==> config.mk <==
export PLATFORM = sky130hd
export DESIGN_NAME = eeprom_cmd_ctrl
export DESIGN_NICKNAME = d
export VERILOG_FILES = /design/src/rtl/eecmd_pkg.sv /design/src/rtl/eecmd_store.sv /design/src/rtl/eecmd_seq.sv /design/src/rtl/eeprom_cmd_ctrl.sv
export SDC_FILE = /design/constraint.sdc
export NUM_CORES = 1
export LEC_CHECK = 0
export CAP_MARGIN = 25
export CORE_UTILIZATION = 59
export CTS_CLUSTER_DIAMETER = 200
export CTS_CLUSTER_SIZE = 30
export DETAILED_ROUTE_END_ITERATION = 8
export MAX_ROUTING_LAYER = met4
export PLACE_DENSITY = 0.74
export SYNTH_ARGS = -nofsm -noshare
export SYNTH_HDL_FRONTEND = slang
export SYNTH_HIERARCHICAL = 1
export SYNTH_SLANG_ARGS = --single-unit
==> constraint.sdc <==
create_clock -name clk -period 4.6 [get_ports clk]
set_clock_uncertainty 0.2 [all_clocks]
set_input_delay 0.69 -clock clk [delete_from_list [all_inputs] [get_ports clk]]
set_output_delay 0.69 -clock clk [all_outputs]
set_load 0.005 [all_outputs]
==> src/rtl/eecmd_pkg.sv <==
package eecmd_pkg;
  localparam int BYTE_W      = 8;
  localparam int CMD_W       = 32;
  localparam int CMD_ADDR_W  = 7;
  localparam int CMD_OP_LSB  = 28;
  localparam int OP_W        = 3;

  localparam logic [OP_W-1:0] OP_READ   = 3'd0;
  localparam logic [OP_W-1:0] OP_LOCK   = 3'd1;
  localparam logic [OP_W-1:0] OP_UNLOCK = 3'd2;
  localparam logic [OP_W-1:0] OP_AND1   = 3'd3;
  localparam logic [OP_W-1:0] OP_ANDALL = 3'd4;
  localparam logic [OP_W-1:0] OP_SET1   = 3'd5;
  localparam logic [OP_W-1:0] OP_SETALL = 3'd6;
  localparam logic [OP_W-1:0] OP_RELOAD = 3'd7;

  typedef enum logic [2:0] {
    S_IDLE,
    S_RD_WAIT,
    S_RD_CAP,
    S_AND_SWEEP,
    S_AND_DRAIN,
    S_FF_SWEEP,
    S_RLD_SWEEP,
    S_RLD_DRAIN
  } seq_state_e;
endpackage

==> src/rtl/eecmd_store.sv <==
module eecmd_store
  import eecmd_pkg::*;
#(
  parameter int                      DEPTH       = 128,
  parameter int                      MAC_BYTES   = 6,
  parameter logic [BYTE_W-1:0]       SIG         = 8'hA5,
  parameter logic [8*MAC_BYTES-1:0]  DEFAULT_MAC = 48'h665544332211,
  localparam int                     AW          = $clog2(DEPTH)
) (
  input  logic              clk,
  input  logic [AW-1:0]     rd_addr,
  output logic [BYTE_W-1:0] rd_data,
  input  logic              wr_en,
  input  logic [AW-1:0]     wr_addr,
  input  logic [BYTE_W-1:0] wr_data
);
  logic [BYTE_W-1:0] mem [DEPTH];

  // power-up image: signature, station address, erased remainder
  initial begin
    for (int i = 0; i < DEPTH; i++) begin
      if (i == 0) mem[i] = SIG;
      else if (i <= MAC_BYTES) mem[i] = DEFAULT_MAC[8*(i-1) +: 8];
      else mem[i] = '1;
    end
  end

  always @(posedge clk) begin
    if (wr_en) mem[wr_addr] <= wr_data;
  end

  always_ff @(posedge clk) begin
    rd_data <= mem[rd_addr];
  end
endmodule

==> src/rtl/eecmd_seq.sv <==
module eecmd_seq
  import eecmd_pkg::*;
#(
  parameter int                DEPTH     = 128,
  parameter int                MAC_BYTES = 6,
  parameter logic [BYTE_W-1:0] SIG       = 8'hA5,
  localparam int               AW        = $clog2(DEPTH)
) (
  input  logic                      clk,
  input  logic                      rst,
  input  logic                      cmd_wr,
  input  logic [OP_W-1:0]           cmd_op,
  input  logic [CMD_ADDR_W-1:0]     cmd_addr,
  input  logic                      data_wr,
  input  logic [BYTE_W-1:0]         data_in,
  output logic [AW-1:0]             rd_addr,
  input  logic [BYTE_W-1:0]         rd_data,
  output logic                      wr_en,
  output logic [AW-1:0]             wr_addr,
  output logic [BYTE_W-1:0]         wr_data,
  output logic [BYTE_W-1:0]         data_q,
  output logic [OP_W-1:0]           op_q,
  output logic [CMD_ADDR_W-1:0]     addr_q,
  output logic [8*MAC_BYTES-1:0]    mac_q,
  output logic                      loaded_q,
  output logic                      busy_q
);
  localparam logic [AW-1:0] LAST_ALL = AW'(DEPTH - 1);
  localparam logic [AW-1:0] LAST_RLD = AW'(MAC_BYTES);

  seq_state_e state_q, state_n;
  logic [AW-1:0] ptr_q, ptr_n, last_q, last_n, pend_addr_q, pend_addr_n;
  logic pend_q, pend_n, wen_q, wen_n, loaded_n, busy_n;
  logic [BYTE_W-1:0] data_n, sig_q, sig_n;
  logic [OP_W-1:0] op_n;
  logic [CMD_ADDR_W-1:0] addr_n;
  logic [MAC_BYTES-1:0][BYTE_W-1:0] tmp_q, tmp_n;
  logic [8*MAC_BYTES-1:0] mac_n;

  always_comb begin
    state_n     = state_q;
    ptr_n       = ptr_q;
    last_n      = last_q;
    pend_n      = pend_q;
    pend_addr_n = pend_addr_q;
    wen_n       = wen_q;
    data_n      = data_q;
    op_n        = op_q;
    addr_n      = addr_q;
    sig_n       = sig_q;
    tmp_n       = tmp_q;
    mac_n       = mac_q;
    loaded_n    = loaded_q;

    // gather the reload bytes as they leave the read port
    if ((state_q == S_RLD_SWEEP || state_q == S_RLD_DRAIN) && pend_q) begin
      if (pend_addr_q == '0) sig_n = rd_data;
      for (int i = 0; i < MAC_BYTES; i++) begin
        if (pend_addr_q == AW'(i + 1)) tmp_n[i] = rd_data;
      end
    end

    case (state_q)
      S_IDLE: begin
        if (data_wr) data_n = data_in;
        if (cmd_wr) begin
          op_n   = cmd_op;
          addr_n = cmd_addr;
          case (cmd_op)
            OP_READ:   begin ptr_n = cmd_addr[AW-1:0]; state_n = S_RD_WAIT; end
            OP_LOCK:   wen_n = 1'b0;
            OP_UNLOCK: wen_n = 1'b1;
            OP_AND1: if (wen_q) begin
              ptr_n = cmd_addr[AW-1:0]; last_n = cmd_addr[AW-1:0]; state_n = S_AND_SWEEP;
            end
            OP_ANDALL: if (wen_q) begin
              ptr_n = '0; last_n = LAST_ALL; state_n = S_AND_SWEEP;
            end
            OP_SET1: if (wen_q) begin
              ptr_n = cmd_addr[AW-1:0]; last_n = cmd_addr[AW-1:0]; state_n = S_FF_SWEEP;
            end
            OP_SETALL: if (wen_q) begin
              ptr_n = '0; last_n = LAST_ALL; state_n = S_FF_SWEEP;
            end
            default: begin ptr_n = '0; last_n = LAST_RLD; state_n = S_RLD_SWEEP; end
          endcase
        end
      end
      S_RD_WAIT: state_n = S_RD_CAP;
      S_RD_CAP: begin
        data_n  = rd_data;
        state_n = S_IDLE;
      end
      S_AND_SWEEP, S_RLD_SWEEP: begin
        pend_n      = 1'b1;
        pend_addr_n = ptr_q;
        ptr_n       = ptr_q + AW'(1);
        if (ptr_q == last_q)
          state_n = (state_q == S_AND_SWEEP) ? S_AND_DRAIN : S_RLD_DRAIN;
      end
      S_AND_DRAIN: begin
        pend_n  = 1'b0;
        state_n = S_IDLE;
      end
      S_FF_SWEEP: begin
        ptr_n = ptr_q + AW'(1);
        if (ptr_q == last_q) state_n = S_IDLE;
      end
      S_RLD_DRAIN: begin
        pend_n  = 1'b0;
        state_n = S_IDLE;
        if (sig_n == SIG) begin
          for (int i = 0; i < MAC_BYTES; i++) mac_n[8*i +: 8] = tmp_n[i];
          loaded_n = 1'b1;
        end else begin
          loaded_n = 1'b0;
        end
      end
      default: state_n = S_IDLE;
    endcase

    busy_n = (state_n != S_IDLE);
  end

  always_ff @(posedge clk) begin
    if (rst) begin
      state_q     <= S_RLD_SWEEP;
      ptr_q       <= '0;
      last_q      <= LAST_RLD;
      pend_q      <= 1'b0;
      pend_addr_q <= '0;
      wen_q       <= 1'b0;
      data_q      <= '0;
      op_q        <= '0;
      addr_q      <= '0;
      sig_q       <= '0;
      tmp_q       <= '0;
      mac_q       <= '0;
      loaded_q    <= 1'b0;
      busy_q      <= 1'b1;
    end else begin
      state_q     <= state_n;
      ptr_q       <= ptr_n;
      last_q      <= last_n;
      pend_q      <= pend_n;
      pend_addr_q <= pend_addr_n;
      wen_q       <= wen_n;
      data_q      <= data_n;
      op_q        <= op_n;
      addr_q      <= addr_n;
      sig_q       <= sig_n;
      tmp_q       <= tmp_n;
      mac_q       <= mac_n;
      loaded_q    <= loaded_n;
      busy_q      <= busy_n;
    end
  end

  // store port drive
  always_comb begin
    rd_addr = ptr_q;
    wr_en   = ((state_q == S_AND_SWEEP || state_q == S_AND_DRAIN) && pend_q)
              || (state_q == S_FF_SWEEP);
    wr_addr = (state_q == S_FF_SWEEP) ? ptr_q : pend_addr_q;
    wr_data = (state_q == S_FF_SWEEP) ? '1 : (rd_data & data_q);
  end

  a_r5_write_needs_enable: assert property (@(posedge clk) disable iff (rst)
    wr_en |-> wen_q);

  a_r8_write_in_window: assert property (@(posedge clk) disable iff (rst)
    wr_en |-> (wr_addr <= last_q));

  a_r4_data_hold_busy: assert property (@(posedge clk) disable iff (rst)
    (busy_q && state_q != S_RD_CAP) |=> $stable(data_q));

  a_r10_cmd_hold_busy: assert property (@(posedge clk) disable iff (rst)
    busy_q |=> ($stable(op_q) && $stable(addr_q)));

  a_r9_mac_only_on_reload: assert property (@(posedge clk) disable iff (rst)
    (state_q != S_RLD_DRAIN) |=> $stable(mac_q));

  a_r1_flag_rise_on_reload: assert property (@(posedge clk) disable iff (rst)
    $rose(loaded_q) |-> $past(state_q == S_RLD_DRAIN));
endmodule

==> src/rtl/eeprom_cmd_ctrl.sv <==
module eeprom_cmd_ctrl
  import eecmd_pkg::*;
#(
  parameter int                     DEPTH       = 128,
  parameter int                     MAC_BYTES   = 6,
  parameter logic [7:0]             SIG         = 8'hA5,
  parameter logic [8*MAC_BYTES-1:0] DEFAULT_MAC = 48'h665544332211
) (
  input  logic                   clk,
  input  logic                   rst,
  input  logic                   cmd_wr,
  input  logic [31:0]            cmd_wdata,
  input  logic                   data_wr,
  input  logic [31:0]            data_wdata,
  output logic [31:0]            cmd_q,
  output logic [7:0]             data_q,
  output logic [8*MAC_BYTES-1:0] mac_addr,
  output logic                   mac_loaded,
  output logic                   busy
);
  localparam int AW = $clog2(DEPTH);

  logic [AW-1:0] rd_addr, wr_addr;
  logic [BYTE_W-1:0] rd_data, wr_data;
  logic wr_en;
  logic [OP_W-1:0] op_q;
  logic [CMD_ADDR_W-1:0] addr_q;
  logic unused_bits;

  assign unused_bits = ^{cmd_wdata[31], cmd_wdata[27:7], data_wdata[31:8]};

  eecmd_store #(
    .DEPTH(DEPTH), .MAC_BYTES(MAC_BYTES), .SIG(SIG), .DEFAULT_MAC(DEFAULT_MAC)
  ) u_store (
    .clk(clk), .rd_addr(rd_addr), .rd_data(rd_data),
    .wr_en(wr_en), .wr_addr(wr_addr), .wr_data(wr_data)
  );

  eecmd_seq #(
    .DEPTH(DEPTH), .MAC_BYTES(MAC_BYTES), .SIG(SIG)
  ) u_seq (
    .clk(clk), .rst(rst),
    .cmd_wr(cmd_wr),
    .cmd_op(cmd_wdata[CMD_OP_LSB +: OP_W]),
    .cmd_addr(cmd_wdata[CMD_ADDR_W-1:0]),
    .data_wr(data_wr), .data_in(data_wdata[BYTE_W-1:0]),
    .rd_addr(rd_addr), .rd_data(rd_data),
    .wr_en(wr_en), .wr_addr(wr_addr), .wr_data(wr_data),
    .data_q(data_q), .op_q(op_q), .addr_q(addr_q),
    .mac_q(mac_addr), .loaded_q(mac_loaded), .busy_q(busy)
  );

  assign cmd_q = {busy, op_q, 19'b0, mac_loaded, 1'b0, addr_q};
endmodule

==> impl_metrics.json, run 1 <==
{
  "hold_viol": 0,
  "placed_cell_area_um2": 48100,
  "n_antenna_cell": 0,
  "synth_cells": 2353,
  "initial_utilization_pct": 60.1,
  "cpPeakStageDelay_ns": 0.67,
  "grt_pass1_vias": 21900,
  "worst_hold_path_type": "reg2reg",
  "status": "complete, no violations",
  "insertion_delay_ns": 0.64,
  "drive_above_1_share_pct": 20.4,
  "tns_ns": 0,
  "synth_area_leader_cell": "edfxtp_1",
  "crit_chain": "buf_4 -> and3b_1 -> nand2_1 -> nand2_1 -> buf_4 -> nor2b_1 -> nand2_1 -> buf_4 -> nor2_1",
  "drtPass1Iterations": 5,
  "clk_pin_slew_ns": 0.11,
  "path_buf_inv": 3,
  "ir_drop_mv": 0.358,
  "cts-resized-gates": 0,
  "max_freq_mhz": 258,
  "grt_pass1_wl_um": 141000,
  "die_h_um": 281,
  "hold_ws_ns": 0.262,
  "numCtsBuffers": 45,
  "power_density_nw_per_um2": 434,
  "swShare_pct": 25.9,
  "wl_per_cell_um": 27.3,
  "clock_sinks": 1182,
  "crit_type": "reg2reg",
  "cts_tree": "built",
  "grt_use_total_pct": 25.2,
  "fin_crit_ns": 3.87,
  "p_int_mw": 15.9,
  "drc": 0,
  "yosysSeqAreaShare_pct": 73.8,
  "dpl_worst_slack_ns": 0.897,
  "grt_overflow": 0,
  "tightest_slew_ns": 1.03,
  "ant_nets": 0,
  "ys_warn_count": 6,
  "critPathTopFamily": "simple AND/OR/NAND/NOR gates",
  "switchingPower_mw": 5.57,
  "ios": 158,
  "post-dp-hpwl_um": 59500,
  "cp_data_required_time_ns": 4.67,
  "rows": 101,
  "fin_crit_sh_pct": 84.2,
  "utilization_pct": 64.7,
  "avgSynthCellArea_um2": 19.5,
  "synthFlopType": "edfxtp_1",
  "seqPwrFrac_pct": 57.2,
  "grt_setup_unrepaired": "no",
  "power.leakage_nw": 14.8,
  "die_area_um2": 79000,
  "power_frac_comb_pct": 19.9,
  "vias_per_cell": 6.45,
  "grt_max_degree": 109,
  "clkPwrFrac_pct": 22.9,
  "htree_levels": 2,
  "cts_setup_buffers": 0,
  "fp.dieW_um": 281,
  "drt-initial-drc-count": 2693,
  "yosys-top-cells-area": "edfxtp_1 67%, mux4_2 16%, dfxtp_1 6.9%",
  "finalWorstSetupSlack_ns": 0.728,
  "port_buffers": 91,
  "core_um2": 76500,
  "synth-edff-count": 1024,
  "synth_top_area_share_pct": 66.9,
  "ctsRootBufferMaster": "clkbuf_16",
  "finalMaxSlewViolations": 0,
  "finalNetCount": 2482,
  "crit_slowest_cell": "nor2_1",
  "synthToLayoutAreaGrowth_pct": 7.72,
  "hold_buffers": 0,
  "startpoint_type": "register",
  "gp_congestion": 0.835,
  "synth_area_um2": 45900,
  "finalSetupViolCount": 0,
  "power_mw": 21.5,
  "worstPathMaxFanout": 18,
  "final_cell_count_no_fill": 3462,
  "via_count": 22300,
  "synth_seq_cells": 1182,
  "cp.arrival_ns": 3.94,
  "placed_cells": 3391,
  "async_reset_ff_share_pct": 0,
  "cts_max_path_buffers": 3,
  "synth.distinct_cells": 56,
  "grt_antenna_before_repair": 4,
  "critPathCaptureType": "register",
  "relSlewSlack_pct": 31.4,
  "cap_violations": 0,
  "design_area_um2": 49500,
  "routed_wirelength_um": 94500
}
## metal layers
| metal | vias to the layer above | global-route usage, % | wire length [um] |
|---|---|---|---|
| met5 | - | - | 0 |
| met3 | 95 | 4.22 | 8520 |
| li1 | 9480 | - | - |
| met2 | 956 | 38.9 | 45900 |
| met4 | 0 | 4.36 | 1490 |
| met1 | 11800 | 36.5 | 38500 |
## worst min-delay path, delay by kind of cell, from the launching register on
kind             cells  cell delay (ns)
AO/OA/AOI/OAI        1             0.05
flip-flops           1             0.32
AND/OR/NAND/NOR      1             0.05
## cells in the final DEF (no fill, tap or decap), drive strengths merged, types with 3 or more instances in the layout
cell type and n:
nor4 3, dfxtp 158, buf 76, a22oi 3, nor3 22, or3 3, nor2 245, a31oi 4
nor3b 4, clkbuf 64, nand3 28, nand4 4, inv 5, mux4 336, mux2i 57, xor2 4
nand2b 5, o21ai 10, a21oi 42, a211oi 62, clkdlybuf4s50 90, or4b 4, conb 20, nor2b 10
xnor2 8, edfxtp 1024, nand2 103, mux2 9
## power groups by stage
stage                     clock [mW]  sequential [mW]  combinational (mW)
after detailed placement           0             12.6                4.26
after CTS                       5.02             12.3                4.27
after global routing            5.33             12.3                4.52
final                           4.92             12.3                4.27
after global placement             0             12.6                4.16
after floorplan                    0             12.3                3.14
## Yosys cell counts (all sizes together) (2+ instances only)
| cell | instances |
|---|---|
| a21oi | 42 |
| mux4 | 336 |
| xor2 | 4 |
| nand4bb | 2 |
| or4bb | 2 |
| a21bo | 2 |
| clkbuf | 85 |
| xnor2 | 8 |
| a31oi | 4 |
| nor2 | 245 |
| buf | 87 |
| or2 | 2 |
| nor2b | 10 |
| edfxtp | 1024 |
| mux2i | 57 |
| inv | 3 |
| a211oi | 62 |
| nor4 | 3 |
| nand2b | 5 |
| or4b | 4 |
| nand3 | 28 |
| nand2 | 103 |
| o21bai | 2 |
| nor3 | 22 |
| o21ai | 10 |
| a22oi | 3 |
| nand4b | 2 |
| or3 | 3 |
| o211ai | 2 |
| nand3b | 2 |
| nand4 | 4 |
| and2 | 2 |
| nor3b | 4 |
| and3b | 2 |
| mux2 | 9 |
| dfxtp | 158 |
## flip-flops by register name, summed over array words and instances, names as in the netlist, 8 cells and up
signal	flops
u_seq/data_q	8
u_seq/tmp_q	48
u_store/rd_data	8
u_seq/sig_q	8
u_seq/mac_q	48
u_store/mem	1024
## cells by family after synthesis
logic type	share of synthesized area (%)
adders and majority gates	0.0490
buffers and inverters	1.82
AOI/OAI and AO/OA	1.88
and+or+nand+nor	4.27
xor gates and xnor gates	0.229
other	0.00816
DFF	73.8
muxes	17.9
## layout make-up
cell class / count / area, um2
sequential: 1182 / 33900
multi-input combinational: 1015 / 11300
clock inverter: 2 / 28.8
timing repair buffer: 166 / 1670
tap: 1030 / 1290
clock buffer: 64 / 1240
inverter: 3 / 11.3
fill: 4975 / 27000
## final timing paths
kind,from,to,slack (ns),cells after the start
worst max-delay path,u_seq/state_q[1],u_store/mem[116][0],0.73,9
worst min-delay path,u_seq/sig_q[5],u_seq/sig_q[5],0.26,2
worst max register to register,u_seq/state_q[1],u_store/mem[116][0],0.73,9
worst min register to register,u_seq/sig_q[5],u_seq/sig_q[5],0.26,2
Power figures use the tool's default switching activity.
==> run 2: changes to the inputs <==
--- a/config.mk
+++ b/config.mk
@@ -6,12 +6,12 @@
 export NUM_CORES = 1
 export LEC_CHECK = 0
 export CAP_MARGIN = 25
-export CORE_UTILIZATION = 59
+export CORE_UTILIZATION = 55
 export CTS_CLUSTER_DIAMETER = 200
 export CTS_CLUSTER_SIZE = 30
 export DETAILED_ROUTE_END_ITERATION = 8
 export MAX_ROUTING_LAYER = met4
-export PLACE_DENSITY = 0.74
+export PLACE_DENSITY = 0.73
 export SYNTH_ARGS = -nofsm -noshare
 export SYNTH_HDL_FRONTEND = slang
 export SYNTH_HIERARCHICAL = 1
==> constraint.sdc (replaced) <==
create_clock -name clk -period 3.2 [get_ports clk]
set_clock_uncertainty 0.2 [all_clocks]
set_input_delay 0.48 -clock clk [delete_from_list [all_inputs] [get_ports clk]]
set_output_delay 0.48 -clock clk [all_outputs]
set_load 0.005 [all_outputs]
==> impl_metrics.json, run 2 (same netlist as run 1, synthesis figures left out) <==
{
  "vias_per_cell": 6.27,
  "finalMaxSlewViolations": 0,
  "critPathCaptureType": "register",
  "power_density_nw_per_um2": 616,
  "clk_pin_slew_ns": 0.11,
  "drtPass1Iterations": 6,
  "grt_pass1_vias": 22800,
  "routed_wirelength_um": 98300,
  "ios": 158,
  "htree_levels": 2,
  "gp_congestion": 0.861,
  "ir_drop_mv": 0.377,
  "regMostFlops": "u_store/mem",
  "ant_nets": 0,
  "startpoint_type": "register",
  "rows": 105,
  "worst_hold_path_type": "in2reg",
  "initial_utilization_pct": 55.8,
  "hp-start": "rst",
  "worstPathMaxFanout": 22,
  "port_buffers": 91,
  "die_area_um2": 84700,
  "grt_pass1_wl_um": 148000,
  "cap_violations": 0,
  "grt_use_total_pct": 24.3,
  "path_buf_inv": 2,
  "cp.arrival_ns": 3.45,
  "max_freq_mhz": 321,
  "tightest_slew_ns": 0.838,
  "grt_overflow": 0,
  "timing.rr.start": "u_seq/rd_addr[0]",
  "crit_type": "reg2reg",
  "insertion_delay_ns": 0.65,
  "final_common_cell": "edfxtp_1",
  "final_cell_mix": "1024 x edfxtp_1, 336 x mux4_2, 243 x nor2_1",
  "ctsRootBufferMaster": "clkbuf_16",
  "fin_crit_sh_pct": 97.4,
  "cpPeakStageDelay_ns": 0.55,
  "hold_viol": 0,
  "cpMostUsedCell": "mux4_2",
  "grt_max_degree": 129,
  "utilization_pct": 62.0,
  "grt_antenna_before_repair": 0,
  "grt_setup_unrepaired": "no",
  "ff2ff_setup_slack_ns": 0.08,
  "critPathTopFamily": "multiplexers",
  "drt-initial-drc-count": 2623,
  "numCtsBuffers": 45,
  "power_mw": 31.4,
  "hold_buffers": 0,
  "r2r-end": "u_store/rd_data[4]",
  "crit_slowest_cell": "mux4_2",
  "r2r_cells": 6,
  "cts_setup_buffers": 0,
  "top_regs": "u_store/mem x1024, u_seq/mac_q x48, u_seq/tmp_q x48",
  "relSlewSlack_pct": 44.2,
  "fp.dieW_um": 291,
  "hold_depth": 2,
  "via_count": 22900,
  "cts_tree": "built",
  "power.leakage_nw": 15.8,
  "post-dp-hpwl_um": 62500,
  "cts_max_path_buffers": 3,
  "synthToLayoutAreaGrowth_pct": 11.1,
  "finalSetupViolCount": 0,
  "drc": 0,
  "core_um2": 82400,
  "wl_per_cell_um": 26.9,
  "die_h_um": 291,
  "drive_above_1_share_pct": 25.3,
  "crit_chain": "buf_12 -> buf_12 -> mux4_2 -> mux4_2 -> mux4_2 -> mux2_2",
  "status": "complete, no violations",
  "largest_reg_flops": 1024,
  "finalNetCount": 2637,
  "min_to": "u_seq/tmp_q[41]",
  "cp_data_required_time_ns": 3.54,
  "clock_sinks": 1182,
  "fin_crit_ns": 3.12
}
[run 2: cell types whose count changed in the layout (fill, tap and decap cells not counted), sizes merged]
cell,before,now
buf,76,231
diode,0,1
clkbuf,64,63
[run 2: worst max-delay path by stage]
| stage | startpoint | to | cells after the start | slack [ns] |
|---|---|---|---|---|
| 5_1_grt | u_seq/state_q[0] | u_store/mem[56][5] | 7 | 0.02 |
| 4_1_cts | u_seq/rd_addr[0] | u_store/rd_data[4] | 6 | 0.09 |
| 3_3_place_gp | u_seq/rd_addr[0] | u_store/rd_data[4] | 6 | 0.13 |
| 2_1_floorplan | u_seq/state_q[2] | u_store/mem[0][0] | 5 | -0.34 |
| 6_report | u_seq/rd_addr[0] | u_store/rd_data[4] | 6 | 0.08 |
| 3_5_place_dp | u_seq/rd_addr[0] | u_store/rd_data[4] | 6 | 0.1 |
[run 2: layer usage]
| layer | track usage [%] | wire [um] | vias to the layer above |
|---|---|---|---|
| li1 | - | - | 9792 |
| met1 | 34.9 | 40400 | 12100 |
| met2 | 38.4 | 48900 | 965 |
| met3 | 2.76 | 7470 | 101 |
| met4 | 4.41 | 1530 | 0 |
| met5 | - | 0 | - |
[run 2: layout make-up]
cell class                      count  area, um2
Inverter                            3       11.3
Antenna cell                        1       2.50
Fill cell                        5497      31300
Clock buffer                       63       1240
Multi-Input combinational cell   1015      11300
Tap cell                         1070       1340
Timing Repair Buffer              321       3170
Clock inverter                      2       28.8
Sequential cell                  1182      33900
[run 2: report_power, final]
part	internal (mW)	switching, mW	total (mW)
Clock	2.75	4.34	7.09
Combinational	3.33	3.57	6.89
Sequential	17.2	0.214	17.4
[run 2: repair_timing]
item | CTS | global route
endpoints found under the setup margin | 0 | 98
hold endpoints to repair | 0 | 0
resized for setup | 0 | 2
[run 2: through the flow]
step	setup WS [ns]	cell area (um2)	std cells	hold WS [ns]	TNS (ns)
floorplan	-0.342	46000	2372	0.227	-351.84
global placement	0.125	49800	3591	0.243	0
detailed placement	0.0980	49800	3591	0.247	0
CTS	0.0876	51000	3656	0.122	0
global route	0.0154	51000	3656	0.180	0
finish	0.0840	51100	3657	0.153	0
[run 2: worst register-to-register path, cell delays in order (launching register included)]
cell     delay [ns]
dfxtp_4        0.41
buf_12         0.23
buf_12         0.23
mux4_2         0.54
mux4_2         0.56
mux4_2         0.55
mux2_2         0.31
